## config.mk

```make
export PLATFORM = sky130hd
export DESIGN_NAME = gpio_port_ctrl
export DESIGN_NICKNAME = d
export VERILOG_FILES = /design/src/rtl/gpio_port_pkg.sv /design/src/rtl/gpio_reg_bank.sv /design/src/rtl/gpio_pad_sync.sv /design/src/rtl/gpio_drive_decode.sv /design/src/rtl/gpio_port_ctrl.sv
export SDC_FILE = /design/constraint.sdc
export NUM_CORES = 1
export LEC_CHECK = 0
export ABC_AREA = 1
export BUFFER_PORTS_ARGS = -buffer_cell sky130_fd_sc_hd__clkbuf_2
export CORE_MARGIN = 2
export CORE_UTILIZATION = 39
export DETAILED_ROUTE_END_ITERATION = 8
export HOLD_SLACK_MARGIN = 0.05
export PLACE_DENSITY = 0.67
export SLEW_MARGIN = 20
export SYNTH_ARGS = -nofsm -noshare
export SYNTH_HDL_FRONTEND = slang
export SYNTH_SLANG_ARGS = --single-unit
```

## constraint.sdc

```tcl
create_clock -name clk -period 2.27 [get_ports clk]
set_clock_uncertainty 0.15 [all_clocks]
set_input_delay 0.1135 -clock clk [delete_from_list [all_inputs] [get_ports clk]]
set_output_delay 0.1135 -clock clk [all_outputs]
set_load 0.02 [all_outputs]
```

## src/rtl/gpio_port_pkg.sv

```systemverilog
package gpio_port_pkg;
  localparam int unsigned OFF_DATA  = 0;
  localparam int unsigned OFF_MODE0 = 1;
  localparam int unsigned OFF_MODE1 = 2;
  localparam int unsigned OFF_ANA   = 3;
  localparam int unsigned OFF_BYP   = 4;

  typedef enum logic [1:0] {
    DRV_PULL_STRONG0 = 2'b00,
    DRV_PUSH_PULL    = 2'b01,
    DRV_HIZ_INPUT    = 2'b10,
    DRV_OPEN_DRAIN   = 2'b11
  } drv_code_e;
endpackage

```

## src/rtl/gpio_reg_bank.sv

```systemverilog
module gpio_reg_bank
  import gpio_port_pkg::*;
#(
  parameter int unsigned NUM_PINS = 8,
  parameter int unsigned ADDR_W   = 3
) (
  input  logic                clk,
  input  logic                rst,
  input  logic [ADDR_W-1:0]   addr,
  input  logic                wr,
  input  logic [NUM_PINS-1:0] wdata,
  output logic [NUM_PINS-1:0] data_q,
  output logic [NUM_PINS-1:0] mode0_q,
  output logic [NUM_PINS-1:0] mode1_q,
  output logic [NUM_PINS-1:0] ana_q,
  output logic [NUM_PINS-1:0] byp_q
);
  always_ff @(posedge clk) begin
    if (rst) begin
      data_q  <= '0;
      mode0_q <= '0;
      mode1_q <= '1;
      ana_q   <= '0;
      byp_q   <= '0;
    end else if (wr) begin
      case (int'(addr))
        OFF_DATA:  data_q  <= wdata;
        OFF_MODE0: mode0_q <= wdata;
        OFF_MODE1: mode1_q <= wdata;
        OFF_ANA:   ana_q   <= wdata;
        OFF_BYP:   byp_q   <= wdata;
        default: ;
      endcase
    end
  end


  mode_wr_chk: assert property (@(posedge clk) disable iff (rst)
    (wr && int'(addr) == OFF_MODE1) |=> (mode1_q == $past(wdata)));
endmodule

```

## src/rtl/gpio_pad_sync.sv

```systemverilog
module gpio_pad_sync #(
  parameter int unsigned NUM_PINS = 8,
  parameter int unsigned STAGES   = 2
) (
  input  logic                clk,
  input  logic                rst,
  input  logic [NUM_PINS-1:0] pad,
  output logic [NUM_PINS-1:0] pad_sync
);
  logic [STAGES-1:0][NUM_PINS-1:0] stage_q;

  always_ff @(posedge clk) begin
    stage_q <= {stage_q[STAGES-2:0], pad};
  end

  assign pad_sync = stage_q[STAGES-1];

  generate
    if (STAGES == 2) begin : g_chk

      sync_delay_chk: assert property (@(posedge clk) disable iff (rst)
        pad_sync == $past(pad, 2));
    end
  endgenerate
endmodule

```

## src/rtl/gpio_drive_decode.sv

```systemverilog
module gpio_drive_decode
  import gpio_port_pkg::*;
#(
  parameter int unsigned NUM_PINS = 8
) (
  input  logic                clk,
  input  logic                rst,
  input  logic [NUM_PINS-1:0] data_q,
  input  logic [NUM_PINS-1:0] mode0_q,
  input  logic [NUM_PINS-1:0] mode1_q,
  input  logic [NUM_PINS-1:0] ana_q,
  input  logic [NUM_PINS-1:0] byp_q,
  input  logic [NUM_PINS-1:0] periph,
  output logic [NUM_PINS-1:0] drv_hi,
  output logic [NUM_PINS-1:0] drv_lo,
  output logic [NUM_PINS-1:0] pull_up,
  output logic [NUM_PINS-1:0] in_en
);
  logic [NUM_PINS-1:0] hi_d, lo_d, pu_d;

  for (genvar i = 0; i < NUM_PINS; i++) begin : g_pin
    logic      bit_out;
    logic      h, l, p;
    drv_code_e code;
    assign bit_out = byp_q[i] ? periph[i] : data_q[i];
    assign code    = drv_code_e'({mode1_q[i], mode0_q[i]});
    always_comb begin
      h = 1'b0;
      l = 1'b0;
      p = 1'b0;
      if (!ana_q[i]) begin
        case (code)
          DRV_PULL_STRONG0: begin l = ~bit_out; p = bit_out; end
          DRV_PUSH_PULL:    begin h = bit_out;  l = ~bit_out; end
          DRV_OPEN_DRAIN:   l = ~bit_out;
          default: ;
        endcase
      end
    end
    assign hi_d[i] = h;
    assign lo_d[i] = l;
    assign pu_d[i] = p;
  end

  always_ff @(posedge clk) begin
    if (rst) begin
      drv_hi  <= '0;
      drv_lo  <= '0;
      pull_up <= '0;
      in_en   <= '1;
    end else begin
      drv_hi  <= hi_d;
      drv_lo  <= lo_d;
      pull_up <= pu_d;
      in_en   <= ~ana_q;
    end
  end


  no_contention_chk: assert property (@(posedge clk) disable iff (rst)
    (drv_hi & drv_lo) == '0);

  analog_quiet_chk: assert property (@(posedge clk) disable iff (rst)
    1'b1 |=> (((drv_hi | drv_lo | pull_up | in_en) & $past(ana_q)) == '0));

  input_en_chk: assert property (@(posedge clk) disable iff (rst)
    1'b1 |=> ((in_en | $past(ana_q)) == '1));
endmodule

```

## src/rtl/gpio_port_ctrl.sv

```systemverilog
module gpio_port_ctrl
  import gpio_port_pkg::*;
#(
  parameter int unsigned NUM_PINS    = 8,
  parameter int unsigned ADDR_W      = 3,
  parameter int unsigned SYNC_STAGES = 2
) (
  input  logic                clk,
  input  logic                rst,
  input  logic [ADDR_W-1:0]   reg_addr,
  input  logic                reg_wr,
  input  logic                reg_rd,
  input  logic [NUM_PINS-1:0] reg_wdata,
  output logic [NUM_PINS-1:0] reg_rdata,
  input  logic [NUM_PINS-1:0] pad_in,
  input  logic [NUM_PINS-1:0] periph_out,
  output logic [NUM_PINS-1:0] pad_drv_hi,
  output logic [NUM_PINS-1:0] pad_drv_lo,
  output logic [NUM_PINS-1:0] pad_pull_up,
  output logic [NUM_PINS-1:0] pad_in_en
);
  logic [NUM_PINS-1:0] data_q, mode0_q, mode1_q, ana_q, byp_q, pad_sync;

  gpio_reg_bank #(.NUM_PINS(NUM_PINS), .ADDR_W(ADDR_W)) u_regs (
    .clk(clk), .rst(rst), .addr(reg_addr), .wr(reg_wr), .wdata(reg_wdata),
    .data_q(data_q), .mode0_q(mode0_q), .mode1_q(mode1_q),
    .ana_q(ana_q), .byp_q(byp_q)
  );

  gpio_pad_sync #(.NUM_PINS(NUM_PINS), .STAGES(SYNC_STAGES)) u_sync (
    .clk(clk), .rst(rst), .pad(pad_in), .pad_sync(pad_sync)
  );

  gpio_drive_decode #(.NUM_PINS(NUM_PINS)) u_decode (
    .clk(clk), .rst(rst), .data_q(data_q), .mode0_q(mode0_q),
    .mode1_q(mode1_q), .ana_q(ana_q), .byp_q(byp_q), .periph(periph_out),
    .drv_hi(pad_drv_hi), .drv_lo(pad_drv_lo), .pull_up(pad_pull_up),
    .in_en(pad_in_en)
  );

  always_ff @(posedge clk) begin
    if (rst) begin
      reg_rdata <= '0;
    end else if (reg_rd) begin
      case (int'(reg_addr))
        OFF_DATA:  reg_rdata <= pad_sync & ~ana_q;
        OFF_MODE0: reg_rdata <= mode0_q;
        OFF_MODE1: reg_rdata <= mode1_q;
        OFF_ANA:   reg_rdata <= ana_q;
        OFF_BYP:   reg_rdata <= byp_q;
        default:   reg_rdata <= '0;
      endcase
    end
  end


  ana_read_chk: assert property (@(posedge clk) disable iff (rst)
    (reg_rd && int'(reg_addr) == OFF_DATA) |=> ((reg_rdata & $past(ana_q)) == '0));
endmodule

```

# [Yosys cells after proc, flatten, opt, wreduce, memory -nomap -nowiden]
# Cells that the tools add are included.
[classes] eq_ne=20 muxes=9 bitwise=34 n_reduce_logical=46
[op_table] op="$reduce_or A3 Y1" count=32
[op_table] op="$pmux W8 S5" count=1
[op_table] op="$not A1 Y1" count=32
[op_table] op="$eq A2 B1 Y1 const B" count=8
[op_table] op="$eq A2 B2 Y1 const B" count=8
[op_table] op="$logic_not A2 Y1" count=8
[op_table] op="$reduce_and A2 Y1" count=5
[op_table] op="$and A8 B8 Y8" count=1
[op_table] op="$mux W1" count=8
[op_table] op="$not A8 Y8" count=1
[op_table] op="$eq A3 B2 Y1 const B" count=2
[op_table] op="$eq A3 B1 Y1 const B" count=1
[op_table] op="$eq A3 B3 Y1 const B" count=1
[op_table] op="$logic_not A3 Y1" count=1
[totals] regBits=96 in_bits=31 output_inout_bits=40 word_cells=142

# [Longest topological paths before layout]
[depth] word_depth=4 depth_mapped=8 mapped_depth_nobuf=7

# [Hierarchy]
# From an unflattened synthesis, not the netlist that was laid out.
[unflattened] cells_unflattened=574 hier_area_um2=4088.9
[modules_own_cells] mod="gpio_reg_bank" n_inst=1 cells_per_inst=229 area_each_um2=1610.3 seq_area_each_um2=800.8
[modules_own_cells] mod="gpio_drive_decode" n_inst=1 cells_per_inst=202 area_each_um2=1346.3 seq_area_each_um2=640.6
[modules_own_cells] mod="gpio_port_ctrl" n_inst=1 cells_per_inst=119 area_each_um2=752.0 seq_area_each_um2=160.2
[modules_own_cells] mod="gpio_pad_sync" n_inst=1 cells_per_inst=24 area_each_um2=380.4 seq_area_each_um2=320.3

# [Worst setup path before layout]
# OpenSTA, ideal clock, no wires.
[synth_timing] kind="input to register" from="input rst" to="register u_regs.mode1_q[5]" setup_ps=138 arrival_time_ps=881 t_required_ps=1982 setup_slack_ps=1101 path_stages=5 n_path_buf=3 cell_sequence="clkbuf_1 -> inv_1 -> buf_2 -> clkbuf_1 -> o211ai_1"
[synth_lines] element="start: declaration" line="gpio_port_ctrl.sv:9" rtl="input logic rst,"
[synth_lines] element="end signal: assignment" line="gpio_reg_bank.sv:29" rtl="OFF_MODE1: mode1_q <= wdata;"
[synth_lines] element="end: declaration" line="gpio_reg_bank.sv:14" rtl="output logic [NUM_PINS-1:0] mode1_q,"
# No word-level cell between the ends.

# [Final worst setup path]
[layout_timing] from="input reg_addr[1]" to="register u_regs.mode0_q[7]"
[layout_between] elab_chain_cells=2
[layout_rtl] element="start: declaration" line="gpio_port_ctrl.sv:10" rtl="input logic [ADDR_W-1:0] reg_addr,"
[layout_rtl] element="$eq A3 B1 Y1" line="gpio_reg_bank.sv:26" rtl="case (int'(addr))"
[layout_rtl] element="$reduce_and A2 Y1 (no source line)"
[layout_rtl] element="end signal: assignment" line="gpio_reg_bank.sv:28" rtl="OFF_MODE0: mode0_q <= wdata;"
[layout_rtl] element="end: declaration" line="gpio_reg_bank.sv:13" rtl="output logic [NUM_PINS-1:0] mode0_q,"
# No other way between the ends.
# A chain may end at the register's enable or synchronous reset.

==> reports/results.tsv <==
metric	value	unit
cts_setup_buffers	0	
slew-limit-headroom	70.6	%
grt_start_max_net_pins	26	
clk_pin_slew	0.08	ns
track_usage	17.5	%
cts.sinks	96	
wl_per_cell	13.4	um
synthAdderAreaFrac	0	%
hold_viol_final	0	
ios	71	
grt_pass1_wl	13400	um
multiInputGateArea	0.00122	sq mm
clock_latency	0.36	ns
final_cells	613	
synth-xor-area-share	0	%
final_area	0.00429	sq mm
clock_path_buffers	2	
areaGrowthSynthToFinish	24.8	%
min_period	1.43	ns
min_path_type	in2reg	
setup_viol	0	
ant_nets	0	
total_power	3.16	mW
htree_levels	3	
dp_hpwl	5830	um
viasPerCell	4.91	
die-width	97.9	um
die-area	0.00958	sq mm
avgSynthCellArea	8.40	sq um
grt_overflow	0	
netlist_area	0.00344	sq mm
place_inst	572	
end_kind	register	
slew_violations	0	
drc_errors	0	
layout-drive-gt1-share	20.0	%
cts-buffers-inserted	9	
crit_type	in2reg	
routed_wl	8210	um
io_buffer_count	70	
final_nets	531	
core-area	0.00864	sq mm
startpoint_type	input pin	
placed_area	0.00384	sq mm
post_cts_resized	0	
syn_inst	409	
critPathLaunch	reg_addr[1]	
p_per_area	736	mW/mm^2
regArea	0.00192	sq mm
num_antenna_cells	0	
fillers	855	
drv_cap	0	
fmax	698	MHz
whs	0.0792	ns
vias	3007	
drt_pass1_iterations	4	
outcome	finished clean	
synth-simple-area-share	19.6	%
reg2reg_from	u_regs.ana_q[7]	
synth_cell_type_count	23	
grt_pass1_vias	2865	
leakage	1.84	nW
ys_warn_count	0	
muxShareOfSynthArea	0	%
gp_congestion	0.895	
arrival	1.57	ns
cts_hold_buf	25	
root_buffer	clkbuf_8	
synth_top_family_by_area	simple AND/OR/NAND/NOR gates	
worstHoldStart	rst	
antenna_found_initial	0	
required	2.40	ns
synth_fp_nets	440	
die_y	97.9	um
rows	34	
irDropWorstVdd	510	uV
crit_fanout	21	
setup_tns	0	ns
worstMarginPinSlew	0.441	ns
rsz0062_at_grt	false	
seq_area_frac_synth	55.9	%
ys_ff_latch	96	
cts_tree	built	
start_util	39.8	%
first_iter_violations	150	
synth_compound_area_share	16.0	%
finalCritPeriodShare	63.2	%
area by class of cell:
cell class	instances	area share, %
Sequential cell	96	44.8
Tap cell	108	3.15
Inverter	49	4.29
Multi-Input combinational cell	246	28.5
Timing Repair Buffer	98	14.5
Clock buffer	14	3.79
Clock inverter	2	0.875
metal layers:
layer | up-vias | routed length, um | track usage [%]
met5 | - | 0 | 0
met4 | 0 | 125 | 6.30
met3 | 12 | 463 | 4.37
met2 | 87 | 4000 | 29.1
met1 | 1361 | 3620 | 22.1
li1 | 1547 | - | -
cell usage in the layout, fill, tap and decap left out, drive strengths merged:
cell type	count
inv	48
clkbuf	84
o211ai	8
nor3	1
nand2	44
o21ai	55
a21oi	40
dlygate4sd3	25
clkinv	1
dfxtp	96
nand3	47
nand4	12
buf	3
clkinvlp	1
nor2	39
bufinv	1
flip-flops by register name, summed over array words and instances (netlist names):
name              flops
u_sync.stage_q        8
u_decode.drv_lo       8
reg_rdata             8
u_regs.mode1_q        8
u_sync.pad_sync       8
u_regs.mode0_q        8
u_decode.drv_hi       8
u_decode.in_en        8
u_decode.pull_up      8
u_regs.ana_q          8
u_regs.data_q         8
u_regs.byp_q          8
worst paths after layout:
kind / slack (ns) / to / cells after the start
hold reg to reg: 0.18 / u_sync.pad_sync[1] / 0
setup / recovery: 0.84 / u_regs.mode0_q[7] / 5
setup reg to reg: 1.11 / reg_rdata[7] / 5
hold / removal: 0.08 / reg_rdata[4] / 2
metrics by stage:
step	util [%]	setup WS, ns
2_1_floorplan	-	1.10
4_1_cts	49.7	0.857
5_1_grt	49.7	0.705
3_3_place_gp	44.4	0.562
3_5_place_dp	44.4	0.482
6_report	49.7	0.836
synth_stat cells (all sizes together):
cell / n / area [sq um]
nand3: 47 / 250
o211ai: 8 / 60.1
nor3: 1 / 16.3
o21ai: 55 / 283
nand4: 12 / 75.1
dfxtp: 96 / 1920
a21oi: 40 / 208
clkinv: 1 / 3.75
buf: 13 / 87.6
nor2: 39 / 164
inv: 48 / 180
clkbuf: 5 / 18.8
nand2: 44 / 168
kinds of logic (layout without fill, tap and decap cells):
logic type	after synthesis	count (layout)
flip-flops	96	96
buffers and inverters	67	163
AO/OA/AOI/OAI	103	103
AND/OR/NAND/NOR	143	143
critical path, stage by stage:
cell and delay (ns):
clkbuf_2 0.36, clkinv_1 0.40, nand3_2 0.41, o21ai_0 0.14
a21oi_1 0.13
power breakdown:
| part | internal (mW) | total, mW | switching (mW) |
|---|---|---|---|
| logic | 0.103 | 0.265 | 0.162 |
| clock network | 0.572 | 1.12 | 0.549 |
| registers | 1.74 | 1.77 | 0.0337 |
| total | 2.41 | 3.16 | 0.745 |
Note: power is estimated with default switching activity, not from simulation.
